File: config.mk
export PLATFORM = sky130hd
export DESIGN_NAME = bulk_nak_irq
export DESIGN_NICKNAME = d
export VERILOG_FILES = /design/src/rtl/nak_irq_pkg.sv /design/src/rtl/nak_token_decode.sv /design/src/rtl/nak_reg_bank.sv /design/src/rtl/nak_irq_gen.sv /design/src/rtl/bulk_nak_irq.sv
export SDC_FILE = /design/constraint.sdc
export NUM_CORES = 1
export LEC_CHECK = 0
export BUFFER_PORTS_ARGS = -buffer_cell sky130_fd_sc_hd__buf_4
export CAP_MARGIN = 20
export CORE_AREA = 2 2 57 59
export CTS_CLUSTER_DIAMETER = 200
export DETAILED_ROUTE_END_ITERATION = 8
export DIE_AREA = 0 0 59 61
export REMOVE_ABC_BUFFERS = 1
export SETUP_SLACK_MARGIN = 0.15
export SYNTH_ARGS = -nofsm -noshare
export SYNTH_HDL_FRONTEND = slang
export SYNTH_SLANG_ARGS = --single-unit
File: constraint.sdc
create_clock -name clk -period 1.5 [get_ports clk]
set_input_delay 0.075 -clock clk [delete_from_list [all_inputs] [get_ports clk]]
set_output_delay 0.075 -clock clk [all_outputs]
set_load 0.05 [all_outputs]
File: src/rtl/nak_irq_pkg.sv
package nak_irq_pkg;

    localparam int EP_COUNT      = 7;
    localparam int EP_IDX_W      = 4;
    localparam int REG_W         = 8;
    localparam int ADDR_W        = 16;
    localparam int GIEN_W        = 8;
    localparam int GLOBAL_EN_BIT = 5;

    localparam logic [ADDR_W-1:0] PEND_ADDR = 16'h7FB0;
    localparam logic [ADDR_W-1:0] MASK_ADDR = 16'h7FB1;

    typedef logic [EP_COUNT-1:0] ep_vec_t;

    typedef struct packed {
        logic                valid;
        logic [EP_IDX_W-1:0] ep;
    } token_t;

    typedef enum logic [1:0] {
        SEL_NONE = 2'd0,
        SEL_PEND = 2'd1,
        SEL_MASK = 2'd2
    } reg_sel_e;

    typedef struct packed {
        logic     wr;
        reg_sel_e sel;
        ep_vec_t  data;
    } bus_req_t;

    function automatic reg_sel_e decode_addr(
        input logic [ADDR_W-1:0] a,
        input logic [ADDR_W-1:0] pend_a,
        input logic [ADDR_W-1:0] mask_a
    );
        if (a == pend_a)      return SEL_PEND;
        else if (a == mask_a) return SEL_MASK;
        else                  return SEL_NONE;
    endfunction

    function automatic logic [REG_W-1:0] widen(input ep_vec_t v);
        return {{(REG_W-EP_COUNT){1'b0}}, v};
    endfunction

endpackage

File: src/rtl/nak_token_decode.sv
module nak_token_decode
    import nak_irq_pkg::*;
(
    input  token_t  tok,
    input  ep_vec_t armed,
    output ep_vec_t set_vec,
    output logic    nak_send
);
    // One comparator per endpoint; numbers above the last endpoint match none.
    for (genvar i = 0; i < EP_COUNT; i++) begin : g_ep
        assign set_vec[i] = tok.valid
                         && (tok.ep == EP_IDX_W'(i))
                         && !armed[i];
    end

    assign nak_send = |set_vec;
endmodule

File: src/rtl/nak_reg_bank.sv
module nak_reg_bank
    import nak_irq_pkg::*;
(
    input  logic             clk,
    input  logic             rst,
    input  bus_req_t         req,
    input  reg_sel_e         rd_sel,
    input  ep_vec_t          set_vec,
    output ep_vec_t          pend,
    output ep_vec_t          mask,
    output logic [REG_W-1:0] rdata
);
    ep_vec_t clr_vec;
    ep_vec_t pend_q;
    ep_vec_t mask_q;

    assign clr_vec = (req.wr && req.sel == SEL_PEND) ? req.data : '0;

    // Pending flags: a set event takes precedence over a write-1 clear.
    for (genvar i = 0; i < EP_COUNT; i++) begin : g_pend
        always_ff @(posedge clk) begin
            if (rst)             pend_q[i] <= 1'b0;
            else if (set_vec[i]) pend_q[i] <= 1'b1;
            else if (clr_vec[i]) pend_q[i] <= 1'b0;
        end
    end

    always_ff @(posedge clk) begin
        if (rst)                                 mask_q <= '0;
        else if (req.wr && req.sel == SEL_MASK) mask_q <= req.data;
    end

    always_comb begin
        unique case (rd_sel)
            SEL_PEND: rdata = widen(pend_q);
            SEL_MASK: rdata = widen(mask_q);
            default:  rdata = '0;
        endcase
    end

    assign pend = pend_q;
    assign mask = mask_q;
endmodule

File: src/rtl/nak_irq_gen.sv
module nak_irq_gen
    import nak_irq_pkg::*;
(
    input  logic    clk,
    input  logic    rst,
    input  ep_vec_t pend,
    input  ep_vec_t mask,
    input  logic    global_en,
    output logic    irq
);
    logic irq_q;

    always_ff @(posedge clk) begin
        if (rst) irq_q <= 1'b0;
        else     irq_q <= global_en && |(pend & mask);
    end

    assign irq = irq_q;
endmodule

File: src/rtl/bulk_nak_irq.sv
module bulk_nak_irq
    import nak_irq_pkg::*;
#(
    parameter logic [ADDR_W-1:0] PEND_A = PEND_ADDR,
    parameter logic [ADDR_W-1:0] MASK_A = MASK_ADDR,
    parameter int                GEN_BIT = GLOBAL_EN_BIT
) (
    input  logic                clk,
    input  logic                rst,
    input  logic                tok_valid,
    input  logic [EP_IDX_W-1:0] tok_ep,
    input  logic [EP_COUNT-1:0] ep_armed,
    output logic                nak_send,
    input  logic [ADDR_W-1:0]   bus_addr,
    input  logic                bus_wr,
    input  logic [REG_W-1:0]    bus_wdata,
    output logic [REG_W-1:0]    bus_rdata,
    input  logic [GIEN_W-1:0]   glob_ien,
    output logic                irq
);
    token_t   tok;
    bus_req_t req;
    reg_sel_e sel;
    ep_vec_t  set_vec;
    ep_vec_t  pend_vec;
    ep_vec_t  mask_vec;
    logic     unused_bits;

    assign tok.valid = tok_valid;
    assign tok.ep    = tok_ep;

    assign sel      = decode_addr(bus_addr, PEND_A, MASK_A);
    assign req.wr   = bus_wr;
    assign req.sel  = sel;
    assign req.data = bus_wdata[EP_COUNT-1:0];

    assign unused_bits = ^{glob_ien, bus_wdata};

    nak_token_decode u_dec (
        .tok      (tok),
        .armed    (ep_armed),
        .set_vec  (set_vec),
        .nak_send (nak_send)
    );

    nak_reg_bank u_regs (
        .clk     (clk),
        .rst     (rst),
        .req     (req),
        .rd_sel  (sel),
        .set_vec (set_vec),
        .pend    (pend_vec),
        .mask    (mask_vec),
        .rdata   (bus_rdata)
    );

    nak_irq_gen u_irq (
        .clk       (clk),
        .rst       (rst),
        .pend      (pend_vec),
        .mask      (mask_vec),
        .global_en (glob_ien[GEN_BIT]),
        .irq       (irq)
    );
endmodule

After elaboration in Yosys (flattened, before gate mapping)

Index checks and enable logic that the tools add are counted.

Flip-flop bits (word level): 15
Bits in latches: 0
RAM bits: 0
Bits in read-only memories: 0
Input port bits: 47
Logic and storage cells: 72
Memories kept: 0

Add/subtract/negate cells: 0
Multipliers: 0
Div/mod/pow operators: 0
Magnitude comparators: 0
Eq/ne operators: 10
Shift-type cells: 0
Mux-type cells: 18
Bitwise logic cells: 1
Reductions and logical operators: 34

Operator list:

| cell                                                               | number |
|---|---|
| 16-bit by 15-bit == test with 1-bit output (second input constant) | 2 |
| 1-bit logical AND                                                  | 17 |
| 1-bit 2-to-1 mux                                                   | 14 |
| 7-bit one-hot mux with 2 select lines                              | 1 |
| 2-bit nonzero test                                                 | 7 |
| 7-bit OR reduction                                                 | 2 |
| 4-bit by 3-bit == test with 1-bit output (second input constant)   | 3 |
| 4-bit by 2-bit == test with 1-bit output (second input constant)   | 2 |
| 7-bit AND                                                          | 1 |
| 1-bit logical NOT                                                  | 7 |
| 7-bit 2-to-1 mux                                                   | 1 |
| 4-bit by 1-bit == test with 1-bit output (second input constant)   | 1 |
| 4-bit logical NOT                                                  | 1 |
| 2-bit 2-to-1 mux                                                   | 2 |
| 2-bit by 1-bit == test with 1-bit output (second input constant)   | 1 |
| 2-bit == test (second input constant)                              | 1 |

Depth between registers and ports, before layout

Depth after elaboration: 8
Depth in mapped cells: 5
Gate-level depth less buffers: 4

Hierarchy

A second synthesis with hierarchy kept.

Cells, all modules: 117
Area, all modules: 1057.3 um^2

By module, submodules not included:

| module           | instances | cells an instance | area an instance (um^2) | seq. area each (um^2) |
|---|---|---|---|---|
| nak_reg_bank     | 1         | 82                | 768.2                   | 280.3 |
| nak_token_decode | 1         | 22                | 165.2                   | 0.0 |
| bulk_nak_irq     | 1         | 7                 | 66.3                    | 0.0 |
| nak_irq_gen      | 1         | 6                 | 57.6                    | 20.0 |

Worst setup path before layout

No wires, ideal clock.

Path kind: input-to-output
Start point: in bus_addr[1]
End point: out bus_rdata[3]
Arrival time: 1.837 ns
Path slack: -0.412 ns
Stages: 5
Buffers on the path: 1
Cell sequence: or4b_4 nor4_2 and2_1 buf_6 a22o_1

Cells in the longest elaborated chain, start to end: 5
Elaborated cells on any way between the ends: 7

RTL lines:

| what                                                                             | RTL line           | source |
|---|---|---|
| start: declaration                                                               | bulk_nak_irq.sv:14 | `input logic [ADDR_W-1:0] bus_addr,` |
| 16-bit by 15-bit == test with 1-bit output                                       | nak_irq_pkg.sv:38  | `else if (a == mask_a) return SEL_MASK;` |
| 2-bit 2-to-1 mux                                                                 | nak_irq_pkg.sv:38  |  |
| 2-bit 2-to-1 mux *                                                               | nak_irq_pkg.sv:37  | `if (a == pend_a) return SEL_PEND;` |
| 2-bit == test / 2-bit by 1-bit == test with 1-bit output (equally long branches) | nak_reg_bank.sv:34 | `unique case (rd_sel)` |
| 7-bit one-hot mux with 2 select lines *                                          | nak_reg_bank.sv:34 |  |
| end: declaration                                                                 | bulk_nak_irq.sv:17 | `output logic [REG_W-1:0] bus_rdata,` |

Every way passes the cells marked *; elsewhere a longest branch is shown, timed or not.

Worst setup path after layout

Start point: in bus_addr[2]
End point: out bus_rdata[5]

The elaborated chain is that of the path after synthesis.

==> impl_metrics.ini <==
[yosys]
ys_types = 32
syn-mean-instance-area_um2 = 8.28
ys_ff_latch = 15
yosysWarnings = 0
netlist.area_leader.share = 0.349
ys.flop_type = dfxtp_1
synth_edf_count = 0
synth_seq_area_share = 0.349
yosys-top-cells-area = dfxtp_1 (35%), a21oi_1 (8.1%), o21ai_1 (8.1%)
synth_most_common_cell = dfxtp_1
synth_commonest_cells = dfxtp_1 (15), a21oi_1 (14), o21ai_1 (14), nand2_1 (11), nand4_1 (8)
synthArstFlopShare = 0
syn_inst = 104
syn_area_um2 = 861
synth_area_leader_cell = dfxtp_1

[route]
num_vias = 1036
drc = 0
drtIter0Drc = 17
drtPass1Iterations = 4
avgRoutedWirePerCell_um = 14.6
ant_nets = 0
wirelength_mm = 2.79
via_per_inst = 5.42

[power]
powerDensity_nw_per_um2 = 541
p_leak_nw = 0.587
vdd_ir_drop_max_mv = 0.334

[clock_tree]
clockBufferDepth = 2
cts_tree = built
h-tree-depth = 1
clk_latency_ns = 0.29
cts.sink_count = 15
clockRootBuffer = clkbuf_4
clk_pin_slew_ns = 0.10
cts_buffers = 3

[timing]
finClkSkew_ns = 0.00962
slew_viol_final = 0
hold_viol_final = 0
worst_slack_ns = -0.286
fmax_ghz = 0.560
period_minus_slack_ns = 1.79
fin_crit_sh = 1.19
setup_viol = 7
rsz0062_at_grt = true

[floorplanning]
rows = 20
die_y_um = 61
initial_core_util = 0.292
coreArea_um2 = 2950
dieArea_um2 = 3600
fp.dieW_um = 59
ios = 57

[grt]
antenna_found_initial = 0
grt_max_degree = 16
grt_pass1_wl_mm = 4.34
first_global_vias = 1012
grt.overflow.total = 0
track_usage = 0.156

[layout]
design_area_um2 = 1490
nets = 206
diodes = 0
drive_gt1_frac = 0.589
syn_to_final_growth_pct = 73.4
final_core_util = 0.506

[outcome]
violations = setup timing
outcome = finished, violations left

[setup_path]
cp_max_fo = 7
critPathCaptureType = output port
cp-start-kind = input pin
worst_ep_required_time_ns = 1.42
crit_arrival_ns = 1.71
critPathKind = in2out

[hold_path]
min_path_type = in2reg

[run]
maxCapViolCount = 0

[placement]
pre_cts_ws_ns = -0.403
place_hpwl_mm = 2.12
place_area_um2 = 1260
io_buffers = 47
routabilityCongestion = 0.827
flip-flops by register name (all words and copies together) (netlist names):
register,cells
u_irq.irq,1
u_regs.mask,7
u_regs.pend,7
path summary, 6_finish.rpt:
check / startpoint / to / slack, ns / depth (start not counted)
min: bus_wdata[2] / u_regs.mask[2] / 0.05 / 3
min reg2reg: u_regs.pend[1] / u_regs.pend[1] / 0.48 / 2
max reg2reg: u_regs.mask[2] / u_irq.irq / 0.42 / 2
max: bus_addr[2] / bus_rdata[5] / -0.29 / 6
layout by cell type, fill, tap and decap left out, types with 3 or more instances in the layout:
cell / synthesis / layout
a21oi_2: 0 / 3
nand4_1: 8 / 8
nand2_1: 11 / 11
clkbuf_4: 0 / 3
buf_8: 0 / 6
or4_4: 1 / 3
nand3b_1: 3 / 3
a22o_2: 6 / 5
a21oi_1: 14 / 11
buf_6: 2 / 5
dfxtp_1: 15 / 15
buf_4: 1 / 43
o21ai_2: 0 / 13
critical path, stage by stage:
cell and delay [ns]:
buf_6 0.09, or4b_4 0.53, or4_4 0.45, nor2_4 0.21, a22o_2 0.21, buf_8 0.14
power breakdown:
part | total (mW) | switching, mW | internal, mW
registers | 0.403 | 0.00234 | 0.400
clock network | 0.238 | 0.138 | 0.0992
logic | 0.168 | 0.0732 | 0.0944
stage by stage:
| step | hold slack, ns | total power [mW] | setup TNS, ns | instances |
|---|---|---|---|---|
| final | 0.0528 | 0.808 | -1.93 | 191 |
| after global routing | 0.0443 | 0.852 | -2.21 | 191 |
| after CTS | 0.0458 | 0.806 | -1.97 | 190 |
| after detailed placement | 0.316 | 0.558 | -7.29 | 184 |
| after global placement | 0.319 | 0.555 | -6.94 | 184 |
| after floorplan | 0.144 | 0.449 | -2.86 | 98 |
cell type report:
| type | instances | area, um^2 |
|---|---|---|
| multi-input combinational | 82 | 621 |
| inverter | 1 | 3.75 |
| tap | 33 | 41.3 |
| clock buffer | 3 | 22.5 |
| timing repair buffer | 56 | 499 |
| sequential | 15 | 300 |
| clock inverter | 1 | 5.00 |
| fill | 284 | 1460 |
routing by layer:
layer	routed length [um]	track usage	vias to the layer above
met5	0	0	-
met2	1370	0.263	39
met3	227	0.0512	2
met1	1180	0.201	489
met4	13	0.0195	0
li1	-	-	506
cells by family (layout without fill, tap and decap cells):
group,after synthesis,in the layout,share of synthesized area
and+or+nand+nor,41,41,0.307
AOI/OAI and AO/OA,40,40,0.288
DFF,15,15,0.349
buffers and inverters,7,61,0.0523
other,1,1,0.00436
repair_timing:
item,in CTS,in global routing
endpoints found under the hold margin,1,0
hold buffers,1,0
gates cloned,0,0
endpoints found under the setup margin,22,22
resized for setup,21,24
pin swaps,11,8
setup buffers,1,1
(Power assumes the default switching activity.)
